===== config.mk =====
export PLATFORM = sky130hd
export DESIGN_NAME = uart_tx_seq
export DESIGN_NICKNAME = d
export VERILOG_FILES = /design/src/rtl/uart_seq_pkg.sv /design/src/rtl/uart_seq_req.sv /design/src/rtl/uart_seq_frame.sv /design/src/rtl/uart_seq_shift.sv /design/src/rtl/uart_tx_seq.sv
export SDC_FILE = /design/constraint.sdc
export NUM_CORES = 1
export LEC_CHECK = 0
export ABC_AREA = 1
export BUFFER_PORTS_ARGS = -buffer_cell sky130_fd_sc_hd__buf_2
export CORE_MARGIN = 4
export CORE_UTILIZATION = 55
export DETAILED_ROUTE_END_ITERATION = 8
export GPL_ROUTABILITY_DRIVEN = 0
export PLACE_DENSITY = 0.87
export SLEW_MARGIN = 20
export SYNTH_ARGS = -nofsm -noshare
export SYNTH_HDL_FRONTEND = slang
export SYNTH_SLANG_ARGS = --single-unit

===== constraint.sdc =====
create_clock -name clk -period 2.5 [get_ports clk]
set_clock_uncertainty 0.15 [all_clocks]
set_input_delay 0.125 -clock clk [delete_from_list [all_inputs] [get_ports clk]]
set_output_delay 0.125 -clock clk [all_outputs]
set_load 0.005 [all_outputs]

===== src/rtl/uart_seq_pkg.sv =====
package uart_seq_pkg;

   typedef enum logic [1:0] {
      KIND_NONE = 2'd0,
      KIND_DATA = 2'd1,
      KIND_PRE  = 2'd2,
      KIND_BRK  = 2'd3
   } char_kind_t;

   typedef enum logic [1:0] {
      FMT_8   = 2'd0,
      FMT_9   = 2'd1,
      FMT_9X  = 2'd2,
      FMT_RSV = 2'd3
   } tx_fmt_t;

   function automatic logic fmt_has_extra(input tx_fmt_t f);
      return (f == FMT_9X) || (f == FMT_RSV);
   endfunction

   function automatic logic fmt_is_wide(input tx_fmt_t f);
      return f != FMT_8;
   endfunction

endpackage


===== src/rtl/uart_seq_req.sv =====
module uart_seq_req (
   input  logic clk,
   input  logic rst_n,
   input  logic tx_en,
   input  logic brk_req,
   input  logic take_pre,
   input  logic take_brk,
   output logic pre_want,
   output logic brk_want
);

   logic en_q;
   logic brk_q;
   logic pre_pend;
   logic brk_latch;
   logic en_rise;
   logic brk_rise;

   assign en_rise  = tx_en & ~en_q;
   assign brk_rise = brk_req & ~brk_q;

   // a rising edge counts in its own cycle so data cannot slip ahead of it
   assign pre_want = pre_pend | en_rise;
   // the latch keeps a short pulse alive; the level keeps breaks repeating
   assign brk_want = brk_latch | brk_req;

   always_ff @(posedge clk or negedge rst_n) begin
      if (!rst_n) begin
         en_q      <= 1'b0;
         brk_q     <= 1'b0;
         pre_pend  <= 1'b0;
         brk_latch <= 1'b0;
      end else begin
         en_q  <= tx_en;
         brk_q <= brk_req;
         if (take_pre) pre_pend <= 1'b0;
         else          pre_pend <= pre_pend | en_rise;
         if (take_brk) brk_latch <= 1'b0;
         else          brk_latch <= brk_latch | brk_rise;
      end
   end

endmodule


===== src/rtl/uart_seq_frame.sv =====
module uart_seq_frame
   import uart_seq_pkg::*;
#(
   parameter int DATA_W    = 9,
   parameter int BASE_BITS = 8,
   parameter int LONG_ADD  = 3,
   parameter int LONG_MAX  = 14,
   parameter int SR_W      = 15,
   parameter int CNT_W     = 4
) (
   input  char_kind_t         kind,
   input  tx_fmt_t            fmt,
   input  logic               brk_long,
   input  logic [DATA_W-1:0]  data,
   output logic [SR_W-1:0]    pattern,
   output logic [CNT_W-1:0]   nbits
);

   logic [CNT_W-1:0] dbits;
   logic [CNT_W-1:0] flen;
   logic [CNT_W-1:0] blen;
   logic [SR_W-1:0]  data_pat;
   logic [SR_W-1:0]  brk_pat;
   int               long_len;

   always_comb begin
      dbits = fmt_is_wide(fmt) ? CNT_W'(BASE_BITS + 1) : CNT_W'(BASE_BITS);
      flen  = dbits + CNT_W'(2) + (fmt_has_extra(fmt) ? CNT_W'(1) : CNT_W'(0));
      long_len = int'(flen) + LONG_ADD;
      if (!brk_long)
         blen = flen;
      else if (long_len > LONG_MAX)
         blen = CNT_W'(LONG_MAX);
      else
         blen = CNT_W'(long_len);
   end

   for (genvar i = 0; i < SR_W; i++) begin : g_bit
      if (i == 0) begin : g_start
         assign data_pat[i] = 1'b0;
      end else if (i <= DATA_W) begin : g_payload
         assign data_pat[i] = (CNT_W'(i) <= dbits) ? data[i-1] : 1'b1;
      end else begin : g_mark
         assign data_pat[i] = 1'b1;
      end
      assign brk_pat[i] = (CNT_W'(i) >= blen);
   end

   always_comb begin
      case (kind)
         KIND_DATA: begin
            pattern = data_pat;
            nbits   = flen;
         end
         KIND_BRK: begin
            pattern = brk_pat;
            nbits   = blen + CNT_W'(1);
         end
         KIND_PRE: begin
            pattern = '1;
            nbits   = flen;
         end
         default: begin
            pattern = '1;
            nbits   = '0;
         end
      endcase
   end

endmodule


===== src/rtl/uart_seq_shift.sv =====
module uart_seq_shift #(
   parameter int SR_W  = 15,
   parameter int CNT_W = 4
) (
   input  logic             clk,
   input  logic             rst_n,
   input  logic             bit_tick,
   input  logic             load,
   input  logic [SR_W-1:0]  pattern,
   input  logic [CNT_W-1:0] nbits,
   output logic             boundary,
   output logic             txd
);

   logic             busy;
   logic             last;
   logic [SR_W-1:0]  sr;
   logic [CNT_W-1:0] left;

   assign last     = busy && (left == CNT_W'(1));
   assign boundary = !busy || last;
   assign txd      = busy ? sr[0] : 1'b1;

   always_ff @(posedge clk or negedge rst_n) begin
      if (!rst_n) begin
         busy <= 1'b0;
         sr   <= '1;
         left <= '0;
      end else if (load) begin
         busy <= 1'b1;
         sr   <= pattern;
         left <= nbits;
      end else if (bit_tick && busy) begin
         if (last) begin
            busy <= 1'b0;
            sr   <= '1;
            left <= '0;
         end else begin
            sr   <= {1'b1, sr[SR_W-1:1]};
            left <= left - 1'b1;
         end
      end
   end

endmodule


===== src/rtl/uart_tx_seq.sv =====
module uart_tx_seq
   import uart_seq_pkg::*;
#(
   parameter int DATA_W    = 9,
   parameter int BASE_BITS = 8,
   parameter int LONG_ADD  = 3,
   parameter int LONG_MAX  = 14
) (
   input  logic              clk,
   input  logic              rst_n,
   input  logic              tx_en,
   input  logic              brk_req,
   input  logic              brk_long,
   input  logic [1:0]        fmt,
   input  logic              bit_tick,
   input  logic [DATA_W-1:0] din,
   input  logic              din_valid,
   output logic              din_ready,
   output logic              txd
);

   localparam int SR_W  = LONG_MAX + 1;
   localparam int CNT_W = $clog2(SR_W + 1);

   if (DATA_W != BASE_BITS + 1) begin : g_bad_width
      $error("DATA_W must be one more than BASE_BITS");
   end
   if (LONG_MAX < BASE_BITS + 4) begin : g_bad_cap
      $error("LONG_MAX must hold the longest short break");
   end
   if (LONG_ADD < 1) begin : g_bad_add
      $error("LONG_ADD must lengthen the break");
   end

   logic             pre_want;
   logic             brk_want;
   logic             take_pre;
   logic             take_brk;
   logic             boundary;
   logic             at_edge;
   logic             load;
   char_kind_t       sel;
   logic [SR_W-1:0]  pattern;
   logic [CNT_W-1:0] nbits;

   uart_seq_req u_req (
      .clk      (clk),
      .rst_n    (rst_n),
      .tx_en    (tx_en),
      .brk_req  (brk_req),
      .take_pre (take_pre),
      .take_brk (take_brk),
      .pre_want (pre_want),
      .brk_want (brk_want)
   );

   assign at_edge = bit_tick & boundary & tx_en;

   always_comb begin
      if (pre_want)       sel = KIND_PRE;
      else if (brk_want)  sel = KIND_BRK;
      else if (din_valid) sel = KIND_DATA;
      else                sel = KIND_NONE;
   end

   assign load      = at_edge && (sel != KIND_NONE);
   assign take_pre  = at_edge && (sel == KIND_PRE);
   assign take_brk  = at_edge && (sel == KIND_BRK);
   assign din_ready = at_edge & ~pre_want & ~brk_want;

   uart_seq_frame #(
      .DATA_W    (DATA_W),
      .BASE_BITS (BASE_BITS),
      .LONG_ADD  (LONG_ADD),
      .LONG_MAX  (LONG_MAX),
      .SR_W      (SR_W),
      .CNT_W     (CNT_W)
   ) u_frame (
      .kind     (sel),
      .fmt      (tx_fmt_t'(fmt)),
      .brk_long (brk_long),
      .data     (din),
      .pattern  (pattern),
      .nbits    (nbits)
   );

   uart_seq_shift #(
      .SR_W  (SR_W),
      .CNT_W (CNT_W)
   ) u_shift (
      .clk      (clk),
      .rst_n    (rst_n),
      .bit_tick (bit_tick),
      .load     (load),
      .pattern  (pattern),
      .nbits    (nbits),
      .boundary (boundary),
      .txd      (txd)
   );

endmodule


[Word level (Yosys, flattened, before mapping)]
Index checks and enable logic that the tools add are counted.
Storage, ports and cells
  register bits: 24
  input port bits: 18
  output and inout bits: 2
Cells by class
  add/subtract/negate cells: 5
  $lt $le $gt $ge: 25
  equality and inequality tests: 6
  multiplexer cells: 30
  bitwise logic cells: 13
  reductions and logical operators: 14
Operator list (number)
  greater-than comparator 32 x 5 -> 1 bit (second input constant): 1
  2-to-1 mux 15 bit: 2
  case mux 15 bit (2 select lines): 1
  >= comparator 4 bit (first input constant): 7
  2-to-1 mux 4 bit: 5
  2-to-1 mux 1 bit: 18
  >= comparator 3 x 4 -> 1 bit (first input constant): 4
  less-or-equal comparator 3 x 4 -> 1 bit (first input constant): 4
  2-to-1 mux 14 bit: 1
  equality test 2 bit (second input constant): 4
  >= comparator 1 x 4 -> 1 bit (first input constant): 2
  >= comparator 2 x 4 -> 1 bit (first input constant): 2
  less-or-equal comparator 2 x 4 -> 1 bit (first input constant): 2
  less-or-equal comparator 4 bit (first input constant): 2
  case mux 4 bit (2 select lines): 1
  nonzero test 2 bit: 4
  bitwise AND 1 bit: 6
  adder 4 x 2 -> 5 bit (second input constant): 1
  logical AND 1 bit: 5
  adder 4 x 1 -> 4 bit (second input constant): 1
  adder 4 x 2 -> 4 bit (second input constant): 1
  adder 4 bit: 1
  equality test 4 x 1 -> 1 bit (second input constant): 1
  less-or-equal comparator 1 x 4 -> 1 bit (first input constant): 1
  other kinds (9): 16

[Longest topological paths before layout]
  depth after elaboration: 11
  gate-level depth with buffers: 14

[Hierarchy]
From an unflattened synthesis, not the netlist that was laid out.
Second synthesis, totals
  cell total of the unflattened synthesis: 260
  area, all modules: 1771.7 µm²
By module, submodules not included
  uart_seq_shift: times used 1, cells an instance 168, area an instance 1228.7 µm², seq. area each 519.2 µm²
  uart_seq_frame: times used 1, cells an instance 66, area an instance 339.1 µm², seq. area each 0.0 µm²
  uart_seq_req: times used 1, cells an instance 14, area an instance 146.4 µm², seq. area each 100.1 µm²
  uart_tx_seq: times used 1, cells an instance 12, area an instance 57.6 µm², seq. area each 0.0 µm²

[Worst setup path before layout]
OpenSTA, ideal clock, no wires.
  path kind: reg-to-reg
  start: register u_req.brk_latch
  end: register u_shift.sr[13]
  setup time: 76 ps
  data arrival time: 1691 ps
  slack: 583 ps
  stages on the path, launching flop included: 12
  path buffers: 2
  clock period less this slack: 1917 ps
  cell sequence: dfrtp_1 > nor2_1 > nand2_1 > nand2_1 > buf_2 > inv_1 > ha_1 > clkbuf_1 > nor2_1 > nand3_1 > nand3_1 > nand2_1
Between the ends
  longest elaborated chain between the ends: 6
  elaborated cells between the ends (all ways): 10
RTL lines
  start: declaration: RTL line uart_seq_req.sv:15  | logic brk_latch;
  start signal: assignment: RTL line uart_seq_req.sv:39  | else brk_latch <= brk_latch | brk_rise;
  bitwise OR 1 bit (*): RTL line uart_seq_req.sv:25  | assign brk_want = brk_latch | brk_req;
  2-to-1 mux 2 bit (*): RTL line uart_tx_seq.sv:61  | else if (brk_want) sel = KIND_BRK;
  2-to-1 mux 2 bit (*): RTL line uart_tx_seq.sv:60  | if (pre_want) sel = KIND_PRE;
  equality test 2 bit, or another cell as far along: RTL line uart_seq_frame.sv:50  | case (kind)
  case mux 15 bit (2 select lines) / logical AND 1 bit (equally long branches): RTL line uart_seq_frame.sv:50, uart_tx_seq.sv:66
  2-to-1 mux 15 bit / nonzero test 2 bit (equally long branches)
  end signal: assignment: RTL line uart_seq_shift.sv:31  | sr <= pattern;
  end signal: assignment: RTL line uart_seq_shift.sv:39  | sr <= {1'b1, sr[SR_W-1:1]};
  end: declaration: RTL line uart_seq_shift.sv:17  | logic [SR_W-1:0] sr;
Every way passes the cells marked *; elsewhere a longest branch is shown, timed or not.
A chain may end at the register's enable or synchronous reset.

[Worst setup path after layout]
  start: input tx_en
  end: register u_shift.left[1]
Between the ends
  longest elaborated chain between the ends: 7
  elaborated cells between the ends (all ways): 13
RTL lines
  start: declaration: RTL line uart_tx_seq.sv:11  | input logic tx_en,
  bitwise AND 1 bit: RTL line uart_seq_req.sv:19  | assign en_rise = tx_en & ~en_q;
  bitwise OR 1 bit: RTL line uart_seq_req.sv:23  | assign pre_want = pre_pend | en_rise;
  2-to-1 mux 2 bit: RTL line uart_tx_seq.sv:60
  equality test 2 bit / equality test 2 x 1 -> 1 bit (equally long branches): RTL line uart_seq_frame.sv:50
  OR reduction 2 bit (no source line)
  case mux 4 bit (2 select lines): RTL line uart_seq_frame.sv:50
  2-to-1 mux 4 bit: RTL line uart_seq_shift.sv:29  | end else if (load) begin
  end signal: assignment: RTL line uart_seq_shift.sv:32  | left <= nbits;
  end signal: assignment: RTL line uart_seq_shift.sv:40  | left <= left - 1'b1;
  end: declaration: RTL line uart_seq_shift.sv:18  | logic [CNT_W-1:0] left;
Parallel ways exist; a longest one is shown, timed or not.

==> results.txt <==
FF+latch count, synth - 24
Post-DP Area - 1780 µm²
post-synthesis cell count - 238
RSZ-0062 raised after global routing - no
Worst EP arrival - 2.35 ns
combinational share of power - 49.0%
Pwr Density - 1010 nW/µm²
outcome - finished clean
slew at the pin with the worst max-slew slack - 0.538 ns
Final min period - 2.25 ns
Final Power - 1.89 mW
Min-Delay Path Class - input pin to flip-flop
Slew Viols, Final - 0
switching share of power - 42.0%
area leader, netlist - dfstp_2
max_cap viols - 0
DR WL/cell - 11.8 µm
CTS Buf Count - 3
CP max-delay cell - dlygate4sd3_1
fraction of registers with async set/reset - 100%
Setup violations, final - 0
Die H - 63.7 µm
Top FF cell, synth - dfstp_2
Yosys warnings - 0
Detailed Route WL - 3420 µm
Core Area - 2850 µm²
fin area - 1870 µm²
clk_lat worst skew - 0.33 ns
Mapped Nets - 266
P_sw - 0.792 mW
Post-Syn Area per Cell - 7.18 µm²
sequential cell area - 619 µm²
layout cells sized above 1 - 19.4%
CTS tree - built
Distinct cells, synth - 30
Antenna Cells - 0
synthesis-to-finish area growth - 9.60%
initial antenna violation count - 0
Clk pwr share - 13.3%
dpl cells - 281
Syn Std Cell Area - 1710 µm²
Clock Path Buffers - 2
crit-path max cell delay - 0.53 ns
via-per-instance ratio - 5.12
first-pass GRT wire length - 5620 µm
Setup TNS - 0 ns
Cell Chain, Critical Path - dlygate4sd3_1 -> buf_2 -> a21oi_1 -> nand2_1 -> inv_1 -> ha_1 -> inv_1 -> nand3_4 -> nand2_8 -> inv_6 -> nand2_1 -> nand2_1 -> inv_1
root buf cell - clkbuf_4
pre-CTS WS - 0.354 ns
vias in the first global route - 1308
Multi-input gate area - 895 µm²
Sequential Power Share - 37.6%
Ports - 20
final worst setup slack - 0.248 ns
leakage power - 1.04 nW
Post-synth EDFFs - 0
WP buf/inv - 6
Starting DRT DRC Count - 73
clk sink count - 24
Initial Util - 59.9%
internal power - 1.10 mW
largest net degree at the start of global routing - 34
Worst setup SP type - input pin
DR vias - 1479
required time of the critical path - 2.60 ns
Rel. slew slack - 64.2%
Worst setup EP type - flip-flop
hpwl dp - 2520 µm
FP Rows - 19
Layout Cells excl Fill - 289
final core occ - 65.6%
hold slack - 0.0698 ns
CTS clock-pin slew for the worst setup and hold paths - 0.15 ns
drc violations - 0
final net count - 287
Overflow after GRT - 0
number of I/O port buffers - 19
crit share post-route - 90.1%
Worst IR Drop VDD - 0.587 mV
Routed Antenna Nets - 0
GRT Util Overall - 17.0%
final hold vios - 0
CTS H-Tree Depth - 1
filler cell count - 229
critical path fanouts, max - 33
die width - 63.7 µm
first-pass iteration count of the detailed router - 4
Synth top area share - 23.1%
Area contributors post-synth - dfstp_2 23%, nand2_1 18%, dfrtp_1 13%, ha_1 7.3%, inv_1 7.0%
delay-heaviest family, CP - buffers and inverters
Fmax - 444 MHz
class of the most critical setup path - input pin to flip-flop
Total Die Area - 4060 µm²
register area share after synthesis - 36.3%
cell type report:
class | instances | share of cell area (%)
Clock buffer | 4 | 2.54
Inverter | 33 | 6.89
Multi-Input combinational cell | 173 | 47.8
Sequential cell | 24 | 33.1
Tap cell | 31 | 2.07
Timing Repair Buffer | 24 | 7.62
sequential cells by signal, indices dropped and copies added, names as in the netlist:
register,cells
u_shift.sr,15
u_req.pre_pend,1
u_req.brk_latch,1
u_req.brk_q,1
u_shift.busy,1
u_req.en_q,1
u_shift.left,4
power by group through the flow:
stage          combinational (mW)  sequential, mW  clock (mW)
5_1_grt                      1.04           0.734       0.269
2_1_floorplan               0.758           0.695           0
3_5_place_dp                0.907           0.718           0
6_report                    0.926           0.710       0.252
3_3_place_gp                0.879           0.716           0
4_1_cts                     0.924           0.709       0.251
cell families (layout without fill, tap and decap cells):
logic type                 Yosys count  after routing  synth area share [%]
adders and majority gates           10             10                  7.33
and+or+nand+nor                    129            129                  33.6
xor gates and xnor gates             2              2                  1.03
DFF                                 24             24                  36.3
AOI/OAI and AO/OA                   32             32                  10.4
buffers and inverters               41             61                  11.4
cell usage in the layout (no fill, tap or decap), types with 3 or more instances in the layout:
cell type and count:
nand2_1 84, o21ai_0 10, o21ai_1 15, inv_1 32, buf_2 19, nor2_1 19, nand3_1 13, nand3b_1 5
ha_1 10, clkbuf_4 3, dlygate4sd3_1 4, dfstp_2 15, dfrtp_1 9
cells in the mapped netlist (2+ instances only):
| cell | instances |
|---|---|
| nand2_1 | 84 |
| inv_1 | 32 |
| nor2_1 | 19 |
| dfstp_2 | 15 |
| o21ai_1 | 15 |
| nand3_1 | 13 |
| ha_1 | 10 |
| o21ai_0 | 10 |
| dfrtp_1 | 9 |
| nand3b_1 | 5 |
| buf_6 | 4 |
| a21oi_1 | 2 |
| clkbuf_1 | 2 |
| nor2_2 | 2 |
what timing repair did:
item,in CTS,in global routing
hold buffers,4,0
setup endpoints to repair,0,0
endpoints found under the hold margin,27,0
setup buffers,0,0
gates resized for setup,0,0
worst paths after layout:
| kind | from | end | slack, ns | cells past startpoint |
|---|---|---|---|---|
| min in group asynchronous | rst_n | u_req.brk_q | 0.14 | 2 |
| hold reg to reg | u_shift.sr[10] | u_shift.sr[10] | 0.33 | 2 |
| setup / recovery | tx_en | u_shift.left[1] | 0.25 | 13 |
| max in group asynchronous | rst_n | u_shift.sr[2] | 1.67 | 2 |
| hold / removal | din[1] | u_shift.sr[2] | 0.07 | 7 |
| setup reg to reg | u_req.pre_pend | u_shift.left[1] | 0.34 | 11 |
worst reg2reg max path: stages (launching register included):
cell	delay, ns
dfrtp_1	0.39
a21oi_1	0.19
nand2_1	0.15
inv_1	0.14
ha_1	0.17
inv_1	0.06
nand3_4	0.30
nand2_8	0.17
inv_6	0.17
nand2_1	0.08
nand2_1	0.07
inv_1	0.03
routing by layer:
metal / GRT usage, % / up-vias / part of all wire (%)
met5: 0 / - / 0
met4: 5.66 / 0 / 0.91
met3: 2.31 / 4 / 3.3
met2: 26.5 / 28 / 48
met1: 24.4 / 667 / 48
li1: - / 780 / -
Note: power is estimated with default switching activity, not from simulation.
